File: config.mk
export PLATFORM = sky130hd
export DESIGN_NAME = cmdec_top
export DESIGN_NICKNAME = d
export VERILOG_FILES = /design/src/rtl/cmdec_pkg.sv /design/src/rtl/cmdec_decode.sv /design/src/rtl/cmdec_target_check.sv /design/src/rtl/cmdec_regs.sv /design/src/rtl/cmdec_top.sv
export SDC_FILE = /design/constraint.sdc
export NUM_CORES = 1
export LEC_CHECK = 0
export ABC_AREA = 1
export CORE_MARGIN = 2
export CORE_UTILIZATION = 60
export DETAILED_ROUTE_END_ITERATION = 10
export DONT_BUFFER_PORTS = 1
export PLACE_DENSITY_LB_ADDON = 0.1
export SLEW_MARGIN = 5
export SYNTH_ARGS = -nofsm -noshare
export SYNTH_HDL_FRONTEND = slang
export SYNTH_SLANG_ARGS = --single-unit
File: constraint.sdc
create_clock -name clk -period 4 [get_ports clk]
set_input_delay 0.2 -clock clk [delete_from_list [all_inputs] [get_ports clk]]
set_output_delay 0.2 -clock clk [all_outputs]
set_load 0.02 [all_outputs]
File: src/rtl/cmdec_pkg.sv
package cmdec_pkg;

    localparam int REG_W = 8;

    // register offsets
    localparam logic [3:0] OFS_TCLO  = 4'h0;
    localparam logic [3:0] OFS_TCMID = 4'h1;
    localparam logic [3:0] OFS_CMD   = 4'h3;
    localparam logic [3:0] OFS_STAT  = 4'h4;
    localparam logic [3:0] OFS_CAUSE = 4'h5;
    localparam logic [3:0] OFS_SEQ   = 4'h6;
    localparam logic [3:0] OFS_FLAGS = 4'h7;
    localparam logic [3:0] OFS_CFG1  = 4'h8;
    localparam logic [3:0] OFS_HIID  = 4'hE;

    // cause bits
    localparam logic [REG_W-1:0] CS_FUNC_DONE = 8'h08;
    localparam logic [REG_W-1:0] CS_BUS_SVC   = 8'h10;
    localparam logic [REG_W-1:0] CS_DISCON    = 8'h20;
    localparam logic [REG_W-1:0] CS_BUS_RST   = 8'h80;

    // status bits
    localparam int ST_IRQ_BIT = 7;
    localparam int ST_TC_BIT  = 4;

    // reset values
    localparam logic [REG_W-1:0] CFG1_RST = 8'h07;
    localparam logic [REG_W-1:0] HIID_RST = 8'h04;
    localparam int CFG1_MUTE_BIT = 6;

    localparam logic [REG_W-1:0] SEQ_DONE = 8'h04;

    typedef enum logic [3:0] {
        CK_NOP,
        CK_FLUSH,
        CK_RESET,
        CK_BUSRST,
        CK_XFER,
        CK_INIT_DONE,
        CK_MSG_OK,
        CK_SET_ATN,
        CK_SEL_PLAIN,
        CK_SEL_ATN,
        CK_SEL_STOP,
        CK_EN_SEL,
        CK_ILLEGAL
    } cmd_kind_e;

    typedef struct packed {
        cmd_kind_e kind;
        logic      dma;
    } cmd_dec_t;

    typedef struct packed {
        logic [REG_W-1:0] stat;
        logic [REG_W-1:0] cause;
        logic [REG_W-1:0] seq;
        logic [REG_W-1:0] flags;
        logic [REG_W-1:0] cfg1;
        logic [REG_W-1:0] hiid;
        logic [REG_W-1:0] busid;
        logic [REG_W-1:0] cmd;
    } reg_file_t;

    function automatic reg_file_t reg_reset_value();
        reg_file_t r;
        r       = '0;
        r.cfg1  = CFG1_RST;
        r.hiid  = HIID_RST;
        return r;
    endfunction

    function automatic cmd_kind_e kind_of(input logic [6:0] op);
        cmd_kind_e k;
        case (op)
            7'h00:   k = CK_NOP;
            7'h01:   k = CK_FLUSH;
            7'h02:   k = CK_RESET;
            7'h03:   k = CK_BUSRST;
            7'h10:   k = CK_XFER;
            7'h11:   k = CK_INIT_DONE;
            7'h12:   k = CK_MSG_OK;
            7'h1A:   k = CK_SET_ATN;
            7'h41:   k = CK_SEL_PLAIN;
            7'h42:   k = CK_SEL_ATN;
            7'h43:   k = CK_SEL_STOP;
            7'h44:   k = CK_EN_SEL;
            default: k = CK_ILLEGAL;
        endcase
        return k;
    endfunction

endpackage

File: src/rtl/cmdec_decode.sv
module cmdec_decode
    import cmdec_pkg::*;
(
    input  logic [REG_W-1:0] op_byte,
    output cmd_dec_t         dec
);
    always_comb begin
        dec.kind = kind_of(op_byte[REG_W-2:0]);
        dec.dma  = op_byte[REG_W-1];
    end
endmodule

File: src/rtl/cmdec_target_check.sv
module cmdec_target_check #(
    parameter int ID_W    = 3,
    parameter int NUM_DEV = 1 << ID_W
) (
    input  logic [7:0]         busid,
    input  logic [NUM_DEV-1:0] dev_present,
    output logic               present
);
    logic [ID_W-1:0] tgt;
    logic [NUM_DEV-1:0] hit;

    assign tgt = busid[ID_W-1:0];

    for (genvar i = 0; i < NUM_DEV; i++) begin : g_slot
        assign hit[i] = (tgt == ID_W'(i)) && dev_present[i];
    end

    assign present = |hit;
endmodule

File: src/rtl/cmdec_regs.sv
module cmdec_regs
    import cmdec_pkg::*;
#(
    parameter int ADDR_W = 4
) (
    input  logic              clk,
    input  logic              rst,
    input  logic              wr_en,
    input  logic              rd_en,
    input  logic [ADDR_W-1:0] addr,
    input  logic [REG_W-1:0]  wdata,
    input  cmd_dec_t          dec,
    input  logic              tgt_present,
    output logic [REG_W-1:0]  busid,
    output logic [REG_W-1:0]  rdata,
    output logic              irq,
    output logic              cap_mode,
    output logic              illegal_cmd
);
    reg_file_t cur, nxt;
    logic      cap_q, cap_n;
    logic      ill_q, ill_n;
    logic [REG_W-1:0] rd_mux;
    logic      cause_rd, cmd_wr;

    assign cause_rd = rd_en && (addr == OFS_CAUSE);
    assign cmd_wr   = wr_en && (addr == OFS_CMD);

    always_comb begin
        case (addr)
            OFS_CMD:   rd_mux = cur.cmd;
            OFS_STAT:  rd_mux = cur.stat;
            OFS_CAUSE: rd_mux = cur.cause;
            OFS_SEQ:   rd_mux = cur.seq;
            OFS_FLAGS: rd_mux = cur.flags;
            OFS_CFG1:  rd_mux = cur.cfg1;
            OFS_HIID:  rd_mux = cur.hiid;
            default:   rd_mux = '0;
        endcase
    end

    always_comb begin
        nxt   = cur;
        cap_n = cap_q;
        ill_n = ill_q;

        if (cause_rd) begin
            nxt.cause            = '0;
            nxt.stat[ST_TC_BIT]  = 1'b0;
            nxt.stat[ST_IRQ_BIT] = 1'b0;
            nxt.seq              = SEQ_DONE;
        end

        if (wr_en) begin
            case (addr)
                OFS_TCLO, OFS_TCMID: nxt.stat[ST_TC_BIT] = 1'b0;
                OFS_STAT:            nxt.busid = wdata;
                OFS_CFG1:            nxt.cfg1  = wdata;
                OFS_HIID:            nxt.hiid  = wdata;
                OFS_CMD: begin
                    nxt.cmd = wdata;
                    case (dec.kind)
                        CK_FLUSH: begin
                            nxt.cause = CS_FUNC_DONE;
                            nxt.seq   = '0;
                            nxt.flags = '0;
                        end
                        CK_RESET: begin
                            nxt   = reg_reset_value();
                            cap_n = 1'b0;
                        end
                        CK_BUSRST: begin
                            nxt.cause = CS_BUS_RST;
                            if (!cur.cfg1[CFG1_MUTE_BIT])
                                nxt.stat[ST_IRQ_BIT] = 1'b1;
                        end
                        CK_XFER: begin
                            if (cap_q) begin
                                cap_n                = 1'b0;
                                nxt.cause            = CS_BUS_SVC | CS_FUNC_DONE;
                                nxt.seq              = SEQ_DONE;
                                nxt.stat[ST_IRQ_BIT] = 1'b1;
                            end else if (dec.dma) begin
                                nxt.stat[ST_TC_BIT] = 1'b0;
                            end
                        end
                        CK_INIT_DONE: begin
                            if (dec.dma) begin
                                nxt.stat = 8'h97;
                                nxt.seq  = SEQ_DONE;
                            end else begin
                                nxt.stat  = nxt.stat | 8'h87;
                                nxt.flags = 8'h02;
                            end
                            nxt.cause = CS_FUNC_DONE;
                        end
                        CK_MSG_OK: begin
                            if (dec.dma)
                                nxt.stat = 8'h93;
                            else begin
                                nxt.flags            = 8'h02;
                                nxt.stat[ST_IRQ_BIT] = 1'b1;
                            end
                            nxt.cause = CS_DISCON;
                            nxt.seq   = '0;
                        end
                        CK_SEL_PLAIN, CK_SEL_ATN, CK_SEL_STOP: begin
                            if (!tgt_present) begin
                                nxt.stat  = 8'h80;
                                nxt.cause = CS_DISCON;
                                nxt.seq   = '0;
                            end else if (dec.kind == CK_SEL_STOP) begin
                                nxt.stat  = 8'h92;
                                nxt.cause = CS_BUS_SVC | CS_FUNC_DONE;
                                nxt.seq   = SEQ_DONE;
                                cap_n     = 1'b1;
                            end else begin
                                nxt.cause            = CS_BUS_SVC | CS_FUNC_DONE;
                                nxt.seq              = SEQ_DONE;
                                nxt.stat[ST_IRQ_BIT] = 1'b1;
                            end
                        end
                        CK_EN_SEL: nxt.cause = '0;
                        CK_ILLEGAL: ill_n = 1'b1;
                        default: ;
                    endcase
                end
                default: ;
            endcase
        end
    end

    always_ff @(posedge clk) begin
        if (rst) begin
            cur   <= reg_reset_value();
            cap_q <= 1'b0;
            ill_q <= 1'b0;
            rdata <= '0;
        end else begin
            cur   <= nxt;
            cap_q <= cap_n;
            ill_q <= ill_n;
            if (rd_en)
                rdata <= rd_mux;
        end
    end

    assign busid       = cur.busid;
    assign irq         = cur.stat[ST_IRQ_BIT];
    assign cap_mode    = cap_q;
    assign illegal_cmd = ill_q;

    AST_CAUSE_READ_CLEARS: assert property (@(posedge clk) disable iff (rst)
        (cause_rd && !wr_en) |=> (cur.cause == '0 && !irq && cur.seq == SEQ_DONE));

    AST_BUSRST_MUTED: assert property (@(posedge clk) disable iff (rst)
        (cmd_wr && dec.kind == CK_BUSRST && cur.cfg1[CFG1_MUTE_BIT] && !irq && !rd_en)
        |=> !irq);

    AST_ABSENT_SELECT: assert property (@(posedge clk) disable iff (rst)
        (cmd_wr && !tgt_present && !rd_en &&
         (dec.kind == CK_SEL_PLAIN || dec.kind == CK_SEL_ATN || dec.kind == CK_SEL_STOP))
        |=> (cur.cause == CS_DISCON && cur.seq == '0 && irq));

    AST_CAPTURE_ENTRY: assert property (@(posedge clk) disable iff (rst)
        $rose(cap_mode) |-> $past(cmd_wr && dec.kind == CK_SEL_STOP && tgt_present));

    AST_ILLEGAL_STICKY: assert property (@(posedge clk) disable iff (rst)
        illegal_cmd |=> illegal_cmd);

    AST_ILLEGAL_KEEPS_STATUS: assert property (@(posedge clk) disable iff (rst)
        (cmd_wr && dec.kind == CK_ILLEGAL && !rd_en) |=> ($stable(irq) && $stable(cap_mode)));
endmodule

File: src/rtl/cmdec_top.sv
module cmdec_top
    import cmdec_pkg::*;
#(
    parameter int ADDR_W  = 4,
    parameter int ID_W    = 3,
    parameter int NUM_DEV = 1 << ID_W
) (
    input  logic               clk,
    input  logic               rst,
    input  logic               wr_en,
    input  logic               rd_en,
    input  logic [ADDR_W-1:0]  addr,
    input  logic [REG_W-1:0]   wdata,
    input  logic [NUM_DEV-1:0] dev_present,
    output logic [REG_W-1:0]   rdata,
    output logic               irq,
    output logic               cap_mode,
    output logic               illegal_cmd
);
    cmd_dec_t         dec;
    logic             tgt_present;
    logic [REG_W-1:0] busid;

    cmdec_decode u_decode (
        .op_byte (wdata),
        .dec     (dec)
    );

    cmdec_target_check #(.ID_W(ID_W), .NUM_DEV(NUM_DEV)) u_tgt (
        .busid       (busid),
        .dev_present (dev_present),
        .present     (tgt_present)
    );

    cmdec_regs #(.ADDR_W(ADDR_W)) u_regs (
        .clk         (clk),
        .rst         (rst),
        .wr_en       (wr_en),
        .rd_en       (rd_en),
        .addr        (addr),
        .wdata       (wdata),
        .dec         (dec),
        .tgt_present (tgt_present),
        .busid       (busid),
        .rdata       (rdata),
        .irq         (irq),
        .cap_mode    (cap_mode),
        .illegal_cmd (illegal_cmd)
    );
endmodule

# After elaboration in Yosys (flattened, before gate mapping)
# Cells that the tools add are included.
[totals]
in_bits = 24
word_cells = 128
register_bits = 74
output_inout_bits = 11
[classes]
reduce_logical = 36
eq_ne = 44
muxes = 35
[op_table]
columns = ["operator", "n"]
rows = [
  ["$mux W64", 1],
  ["$pmux W8 S2", 4],
  ["$pmux W8 S7", 1],
  ["$pmux W4 S12", 1],
  ["$pmux W8 S6", 1],
  ["$mux W16", 2],
  ["$mux W32", 1],
  ["$pmux W8 S4", 1],
  ["$eq A4 B3 Y1 const B", 7],
  ["$eq A4 B4 Y1 const B", 7],
  ["$eq A7 B5 Y1 const B", 4],
  ["$eq A7 B7 Y1 const B", 4],
  ["$mux W28", 1],
  ["$mux W8", 3],
  ["$mux W23", 1],
  ["$mux W7", 3],
  ["$pmux W4 S4", 1],
  ["$eq A7 B2 Y1 const B", 2],
  ["$eq A3 B3 Y1 const B", 4],
  ["$eq A4 B2 Y1 const B", 3],
  ["$reduce_and A3 Y1", 4],
  ["$reduce_or A2 Y1", 6],
  ["$reduce_and A5 Y1", 2],
  ["$reduce_bool A2 Y1", 5],
  ["other kinds (23)", 46],
]

# Logic depth before layout (Yosys ltp)
# Gate-level depths: netlist (run 1).
[depth]
ltp_word = 8
depth_mapped = 13
mapped_depth_nobuf = 13

# Modules after synthesis
# Synthesis (run 1) repeated with hierarchy kept, for this count alone.
[hier_totals]
cells_unflattened = 566
hier_area_um2 = 3554.7
[modules_own_cells]
columns = ["module", "n_inst", "cells_per_inst", "seq_area_each_um2", "area_per_inst_um2"]
rows = [
  ["cmdec_regs", 1, 504, 1281.2, 3268.1],
  ["cmdec_decode", 1, 41, 0.0, 192.7],
  ["cmdec_target_check", 1, 21, 0.0, 93.8],
]

# Least setup slack after synthesis (run 1)
# Ideal clock, no wire load.
[synth_path]
path_type = "input port to flip-flop"
start = "input port wdata[5]"
end = "register u_regs.cur[40] (netlist bit)"
path_buffers = 0
arrival_time_ns = 1.194
setup_ns = 0.110
stages = 12
required_ns = 3.890
slack_ns = 2.696
path_cell_list = "inv_1 nand2_1 nor2_1 o211ai_1 nand2_2 inv_2 nand2_1 nand2_1 nand2_2 nand3b_4 nand3_1 inv_1"
[synth_between]
elab_chain_len = 7
elab_cells_between_ends = 26
cone_classes = "eq/ne (19); mux (4); reduce/logical (3)"
[synth_rtl]
columns = ["element", "line_no", "rtl"]
rows = [
  ["start, declared", "cmdec_top.sv:13", "input logic [REG_W-1:0] wdata,"],
  ["$eq A7 B7 Y1 (tied with other cells)", "cmdec_pkg.sv:75", "case (op)"],
  ["$pmux W4 S12 *", "cmdec_pkg.sv:75", ""],
  ["$eq A4 B4 Y1 (tied with other cells)", "cmdec_regs.sv:62", "case (dec.kind)"],
  ["$reduce_or A3 Y1 (on tied branches)", "-", ""],
  ["$pmux W8 S4 *", "cmdec_regs.sv:62", ""],
  ["$mux W28 *", "cmdec_regs.sv:55", "case (addr)"],
  ["$mux W64 *", "cmdec_regs.sv:54", "if (wr_en) begin"],
  ["end signal, assigned", "cmdec_regs.sv:135", "cur <= reg_reset_value();"],
  ["end signal, assigned", "cmdec_regs.sv:140", "cur <= nxt;"],
  ["end, declared", "cmdec_regs.sv:20", "reg_file_t cur, nxt;"],
]
# Mark *: on every way between the ends. The rest lies on a longest branch, timed or not.
# A chain may end at the register's enable or synchronous reset.

# Final worst setup path (run 1)
[layout_path]
start = "input port wdata[0]"
end = "register u_regs.cur[55] (netlist bit)"
[layout_between]
elab_chain_len = 7
elab_cells_between_ends = 29
cone_classes = "eq/ne (21); mux (4); reduce/logical (4)"
[layout_rtl]
columns = ["element", "line_no"]
rows = [
  ["$eq A7 B7 Y1 (tied with other cells)", "cmdec_pkg.sv:75"],
  ["$pmux W4 S12 *", "cmdec_pkg.sv:75"],
  ["$eq A4 B4 Y1 (tied with other cells)", "cmdec_regs.sv:62"],
  ["$reduce_or A3 Y1 or $reduce_or A2 Y1 (tied branches)", "-"],
  ["$pmux W8 S6 *", "cmdec_regs.sv:62"],
  ["$mux W28 *", "cmdec_regs.sv:55"],
  ["$mux W64 *", "cmdec_regs.sv:54"],
]
# Marked as above.

==> results of run 1 <==
[cells in the mapped netlist, drive strengths merged]
library cell  number
a21boi             1
a21oi             49
a31oi              2
a32o               1
and3               1
buf                7
clkbuf             4
clkinv             1
dfxtp             59
inv               68
nand2            147
nand3             37
nand3b             2
nand4              4
nor2              50
nor3               3
o2111ai            5
o211ai             4
o21ai             32
o22ai              1
or2                2
[per-stage QoR]
step	instances	power, mW	util (%)	setup WS (ns)	instance area [um^2]
final	558	1.23	67.0	2.43	3420
after global placement	539	0.697	62.6	2.23	3200
after CTS	558	1.24	67.0	2.46	3420
after detailed placement	539	0.698	62.6	2.15	3200
after global routing	558	1.28	67.0	2.27	3420
after floorplan	480	0.687	-	2.70	3180
[state kept, by name, summed over array words and instances (netlist names)]
| name | flops |
|---|---|
| u_regs.irq | 1 |
| u_regs.cap_mode | 1 |
| u_regs.rdata | 8 |
| u_regs.illegal_cmd | 1 |
| u_regs.cur | 45 |
| u_regs.busid | 3 |
[cells by family after synthesis]
family                 synth area share, %
AOI/OAI and AO/OA                     16.8
buffers and inverters                 10.4
DFF                                   37.1
and+or+nand+nor                       35.6
[report_power, final]
| part | internal, mW | switching, mW |
|---|---|---|
| clock | 0.301 | 0.240 |
| combinational | 0.0253 | 0.0648 |
| sequential | 0.597 | 0.00738 |
[final cells by class]
type	instances	area, um^2
multi-input combinational	341	1670
clock buffer	11	141
inverter	69	260
clock inverter	5	52.6
sequential	59	1180
fill	481	1690
tap	70	87.6
timing repair buffer	3	30.0
[cell usage in the layout (no fill, tap or decap), drive strengths merged, types with 2 or more instances in the layout]
| cell type | n |
|---|---|
| nand4 | 4 |
| clkbuf | 11 |
| nand2 | 147 |
| inv | 68 |
| a31oi | 2 |
| nor3 | 3 |
| dfxtp | 59 |
| nand3 | 37 |
| clkinv | 4 |
| dlygate4sd3 | 3 |
| or2 | 2 |
| o2111ai | 5 |
| o211ai | 4 |
| nor2 | 50 |
| a21oi | 49 |
| nand3b | 2 |
| o21ai | 32 |
[per-layer routing]
layer  wire length (um)  global-route usage (%)
met2               3730                    46.4
met3                691                    8.94
met5                  0                       0
met4                313                    14.2
met1               3760                    40.0
[repair_timing]
| item | 4_1_cts | 5_1_grt |
|---|---|---|
| resized for setup | 0 | 0 |
| hold buffers | 3 | 0 |
| hold endpoints to repair | 30 | 0 |
[worst max path at each step]
stage | from | endpoint | slack (ns) | cells past startpoint
floorplan | wdata[5] | u_regs.cur[40] | 2.70 | 12
global placement | addr[3] | u_regs.cur[43] | 2.23 | 10
detailed placement | addr[3] | u_regs.cur[40] | 2.15 | 10
CTS | wdata[0] | u_regs.cur[55] | 2.46 | 10
global route | u_regs.busid[2] | u_regs.cur[57] | 2.27 | 10
finish | wdata[0] | u_regs.cur[55] | 2.43 | 10
==> metrics.md, run 1 <==
| Metric | Value |
|---|---|
| DRC viols | 0 |
| Top cells by area, synth | dfxtp_1, nand2_1, a21oi_1 |
| Row cnt | 26 |
| DP HPWL | 6300 um |
| Worst R2R End | u_regs.cur[57] |
| Hold Path Cell Cnt | 2 |
| Antenna diodes | 0 |
| Synth unique cells | 36 |
| Worst Tran Pin Value | between 1 and 1.5 ns |
| H-tree depth | 3 |
| Avg Cell Area, Syn | 6.63 um^2 |
| Number of buffers created by CTS | 9 |
| Min-delay src | rd_en |
| Worst-Skew Late Latency | 0.35 ns |
| Slowest-stage cell, CP | dlygate4sd3_1 |
| GPL Wtd Cong | roughly 0.9 |
| Setup CP Type | input pin to flop |
| Final clock skew | between 0.005 and 0.006 ns |
| First-pass GRT wire length | 14200 um |
| Arr. time, crit path | 1.84 ns |
| Largest net degree at the start of global routing | 30 |
| HP Class | input pin to flop |
| Hold WS | 0.0106 ns |
| Largest delay contributor family on the critical path | simple AND/OR/NAND/NOR gates |
| FF-to-FF path depth | 10 |
| Slew margin rel. | between 20% and 30% |
| Max frequency | roughly 0.64 GHz |
| Maximum buffer depth of the clock tree | 2 |
| Starting DRT DRC Count | 299 |
| Max incr delay on CP | 0.56 ns |
| Antenna-violating nets left | 0 |
| Power density over the cells | about 360 nW/um^2 |
| Postcts setup bufs | 0 |
| Post-Syn Nets | 504 |
| Antenna violations before repair | 0 |
| Share of the synthesized area in the top cell type | between 30% and 40% |
| Initial core utilization | 62.3% |
| Clk pin slew, worst setup/hold paths | 0.07 ns |
| R2r startpoint | u_regs.busid[2] |
| Fin crit share | about 39% |
| WL/cell | between 15 and 20 um |
| GR Util All Layers | 30.6% |
| Ports | 35 |
| Hold EP | u_regs.rdata[4] |
| Slew Limit Fails | 0 |
| Number of synthesized register bits | 59 |
| Final setup vio count | 0 |
| Critical path fanouts, max | 7 |
| Share of layout cells above drive strength 1 | 11.3% |
| Worst R2R Setup Slack | 2.44 ns |
| Setup TNS | 0 ns |
| Wire length after detailed routing | 8490 um |
| Syn Inst Count | 480 |
| Final Hold Fails | 0 |
| Yosys warning total | 0 |
| Horiz. Die Dim | 76.8 um |
| Critical Path Start Type | input pin |
| Area Growth Syn to Fin | 7.55% |
| Die area | around 5900 um^2 |
| TritonCTS clock tree | built |
| Worst Path Required | approximately 4.3 ns |
| Die Y | 76.8 um |
| Routed vias | 3130 |
| Crit path cell chain | dlygate4sd3_1, inv_2, nand2_1, nor2_1, nand2_4, nor2_1, nor2_1, nand2_1, nand3_1, a21oi_1 |
| Core ar. | a little over 5000 um^2 |
| Clk root buf | clkbuf_8 |
| Largest area contributor in the netlist | dfxtp_1 |
| Fin nets | a little over 500 |
| Detailed-router iteration count before antenna repair | 6 |
| CP endpoint kind | flop |
| IO Port Bufs | 0 |
| Min Tclk post-route | 1.57 ns |
| CTS sink cnt | 59 |
| Sequential area share after synthesis | 37.1% |
| Crit-path most repeated cell | nor2_1 |
| Max Cap Viol | 0 |
| Vias per cell | 5.61 |
| Worst IR drop on VDD | slightly above 300 uV |
| Vias in the first global route | 2988 |
| RSZ-0062 raised after global routing | no |
| Grt ovf | 0 |
| Post-Syn Area | approximately 3200 um^2 |
| Bufs and invs on worst path | 2 |
| Outcome | completed |
| Leakage power | 1.55 nW |
Power figures use the tool's default switching activity.
==> inputs of run 2 (changes only) <==
--- a/config.mk
+++ b/config.mk
@@ -7,7 +7,7 @@
 export LEC_CHECK = 0
 export ABC_AREA = 1
 export CORE_MARGIN = 2
-export CORE_UTILIZATION = 60
+export CORE_UTILIZATION = 57
 export DETAILED_ROUTE_END_ITERATION = 10
 export DONT_BUFFER_PORTS = 1
 export PLACE_DENSITY_LB_ADDON = 0.1
==> constraint.sdc (replaced) <==
create_clock -name clk -period 1.34 [get_ports clk]
set_input_delay 0.067 -clock clk [delete_from_list [all_inputs] [get_ports clk]]
set_output_delay 0.067 -clock clk [all_outputs]
set_load 0.02 [all_outputs]
==> run 2 against run 1 <==
Against the previous run:
- clock power increased to 3.1 times the previous value
- total power grew to 3.1 times the previous value
- hold slack improved by 0.0086 ns
- critical endpoint is now u_regs.cur[57]
==> metrics.md, run 2 (synthesized netlist as in run 1, its figures left out) <==
| Metric | Value |
|---|---|
| Row cnt | 27 (was 26) |
| Routed vias | 3305 (was 3130) |
| Flip-flop count of the largest register after layout | 45 (unchanged) |
| Horiz. Die Dim | 78.7 um (was 76.8 um) |
| Outcome | completed (unchanged) |
| Worst-Skew Late Latency | 0.35 ns (about the same) |
| Maximum buffer depth of the clock tree | 2 (unchanged) |
| Fin crit share | 97.6% |
| Dpl cells | 558 (was 539) |
| Number of buffers created by CTS | 9 (unchanged) |
| Most frequent cells in the layout | nand2_1, dfxtp_1, inv_1, a21oi_1, nor2_1 (unchanged) |
| Final Hold Fails | 0 (unchanged) |
| Core ar. | 5440 um^2 (was 5110 um^2) |
| Fin area | 3920 um^2 (was 3420 um^2) |
| Setup TNS | 0 ns (unchanged) |
| TritonCTS clock tree | built (unchanged) |
| Max Cap Viol | 0 (unchanged) |
| DRC viols | 0 (unchanged) |
| Max frequency | 0.765 GHz |
| Antenna violations before repair | 0 (unchanged) |
| Fin nets | 544 (was 507) |
| Hold Path Cell Cnt | 4 (was 2) |
| GR Util All Layers | 31.2% (was 30.6%) |
| Most flop-heavy register | u_regs.cur (unchanged) |
| Dpl cell area | 3340 um^2 (was 3200 um^2) |
| Hold EP | u_regs.cur[56] (was u_regs.rdata[4]) |
| Vias in the first global route | 3059 (was 2988) |
| Min-delay src | wdata[7] (was rd_en) |
| Post-Layout Cell Count | 597 (was 558) |
| Crit path cell chain | inv_4, nand2_2, nand3_2, nand3_4, nand3_4, nand3_4, nor2_4, nand2_2, nor2_2, nor2_1 (was dlygate4sd3_1, inv_2, nand2_1, nor2_1, nand2_4, nor2_1, nor2_1, nand2_1, nand3_1, a21oi_1) |
| Final Util | 72.0% (was 67.0%) |
| Final clock skew | 0.00695 ns (was 0.00576 ns) |
| WL/cell | 15.5 um (was 15.2 um) |
| Max incr delay on CP | 0.37 ns (was 0.56 ns) |
| Worst R2R Setup Slack | 0.03 ns (was 2.44 ns) |
| Area Growth Syn to Fin | 23.0% (was 7.55%) |
| Most common cell after layout, fill and taps aside | nand2_1 (unchanged) |
| Worst IR drop on VDD | 667 uV (was 302 uV) |
| Die Y | 78.7 um (was 76.8 um) |
| Final setup vio count | 0 (unchanged) |
| IO Port Bufs | 0 (unchanged) |
| Worst Tran Pin Value | 0.928 ns (was 1.13 ns) |
| Fin worst setup slack | 0.0321 ns (was 2.43 ns) |
| Fill cells | 444 (was 481) |
| H-tree depth | 3 (unchanged) |
| Detailed-router iteration count before antenna repair | 5 (was 6) |
| Critical path fanouts, max | 5 (was 7) |
| Slew margin rel. | 37.9% (was 24.5%) |
| Leakage power | 1.78 nW (was 1.55 nW) |
| Dpl ws | -0.0601 ns (was 2.15 ns) |
| Critical Path Start Type | flop (was input pin) |
| GPL Wtd Cong | 0.922 (was 0.924) |
| Min Tclk post-route | 1.31 ns |
| Ports | 35 (unchanged) |
| Worst R2R End | u_regs.cur[57] (unchanged) |
| HP Class | input pin to flop (unchanged) |
| Largest net degree at the start of global routing | 22 (was 30) |
| Grt ovf | 0 (unchanged) |
| R2r startpoint | u_regs.busid[2] (unchanged) |
| Slowest-stage cell, CP | dfxtp_4 (was dlygate4sd3_1) |
| Power density over the cells | 979 nW/um^2 (was 361 nW/um^2) |
| DP HPWL | 6390 um (was 6300 um) |
| Clk root buf | clkbuf_8 (unchanged) |
| Clk pin slew, worst setup/hold paths | 0.08 ns (was 0.07 ns) |
| Crit-path most repeated cell | nand3_4 (was nor2_1) |
| CTS sink cnt | 59 (unchanged) |
| Slew Limit Fails | 0 (unchanged) |
| CP endpoint kind | flop (unchanged) |
| Arr. time, crit path | 1.55 ns (was 1.84 ns) |
| Share of layout cells above drive strength 1 | 19.6% (was 11.3%) |
| Hold WS | 0.0191 ns (was 0.0106 ns) |
| Setup CP Type | flop to flop (was input pin to flop) |
| RSZ-0062 raised after global routing | yes (was no) |
| Worst Path Required | 1.58 ns (was 4.27 ns) |
| Wire length after detailed routing | 9250 um (was 8490 um) |
| Final Power | 3.83 mW (was 1.23 mW) |
| Die area | 6200 um^2 (was 5900 um^2) |
| Antenna diodes | 0 (unchanged) |
| Starting DRT DRC Count | 406 (was 299) |
| Initial core utilization | 58.5% (was 62.3%) |
| First-pass GRT wire length | 14800 um (was 14200 um) |
| Vias per cell | 5.54 (was 5.61) |
| Bufs and invs on worst path | 1 (was 2) |
| Antenna-violating nets left | 0 (unchanged) |
| FF-to-FF path depth | 10 (unchanged) |
| Largest delay contributor family on the critical path | simple AND/OR/NAND/NOR gates (unchanged) |
[run 2: worst min-delay path, delay by kind of cell]
kind	cells	cell delay (ns)
AO/OA/AOI/OAI	1	0.06
AND/OR/NAND/NOR	3	0.20
[run 2: repair_timing]
| action | in CTS | in global routing |
|---|---|---|
| hold buffers | 20 | 0 |
| endpoints found under the hold margin | 40 | 0 |
| setup buffers | 0 | 3 |
| gates resized for setup | 2 | 39 |
| pin swaps | 0 | 11 |
| endpoints found under the setup margin | 6 | 17 |
[run 2: metal layers]
layer / global-route usage, % / up-vias / share of wire [%]
met3: 7.61 / 15 / 7.2
met4: 9.30 / 0 / 1.6
met2: 47.7 / 124 / 44
li1: - / 1623 / -
met1: 43.8 / 1543 / 47
met5: 0 / - / 0
[run 2: worst max path at each step]
| stage | slack [ns] | cells past startpoint | endpoint | from |
|---|---|---|---|---|
| floorplan | 0.05 | 10 | u_regs.cur[57] | u_regs.busid[2] |
| global placement | 0.004 | 10 | u_regs.cur[57] | u_regs.busid[2] |
| detailed placement | -0.06 | 10 | u_regs.cur[57] | u_regs.busid[2] |
| CTS | -0.02 | 10 | u_regs.cur[57] | u_regs.busid[2] |
| global route | -0.04 | 10 | u_regs.cur[57] | u_regs.busid[2] |
| finish | 0.03 | 10 | u_regs.cur[57] | u_regs.busid[2] |
[run 2: power by group]
group	internal [mW]	total [mW]	switching, mW	leakage, nW
Combinational	0.135	0.367	0.232	1.20
Clock	0.870	1.66	0.795	0.0998
Sequential	1.78	1.80	0.0235	0.478
[run 2: cell type report]
class | instances | area, um^2 | share of cell area (%)
Clock buffer | 9 | 124 | 3.16
Clock inverter | 7 | 77.6 | 1.98
Inverter | 69 | 263 | 6.71
Multi-Input combinational cell | 341 | 1800 | 46.1
Sequential cell | 59 | 1190 | 30.3
Tap cell | 72 | 90.1 | 2.30
Timing Repair Buffer | 40 | 370 | 9.46
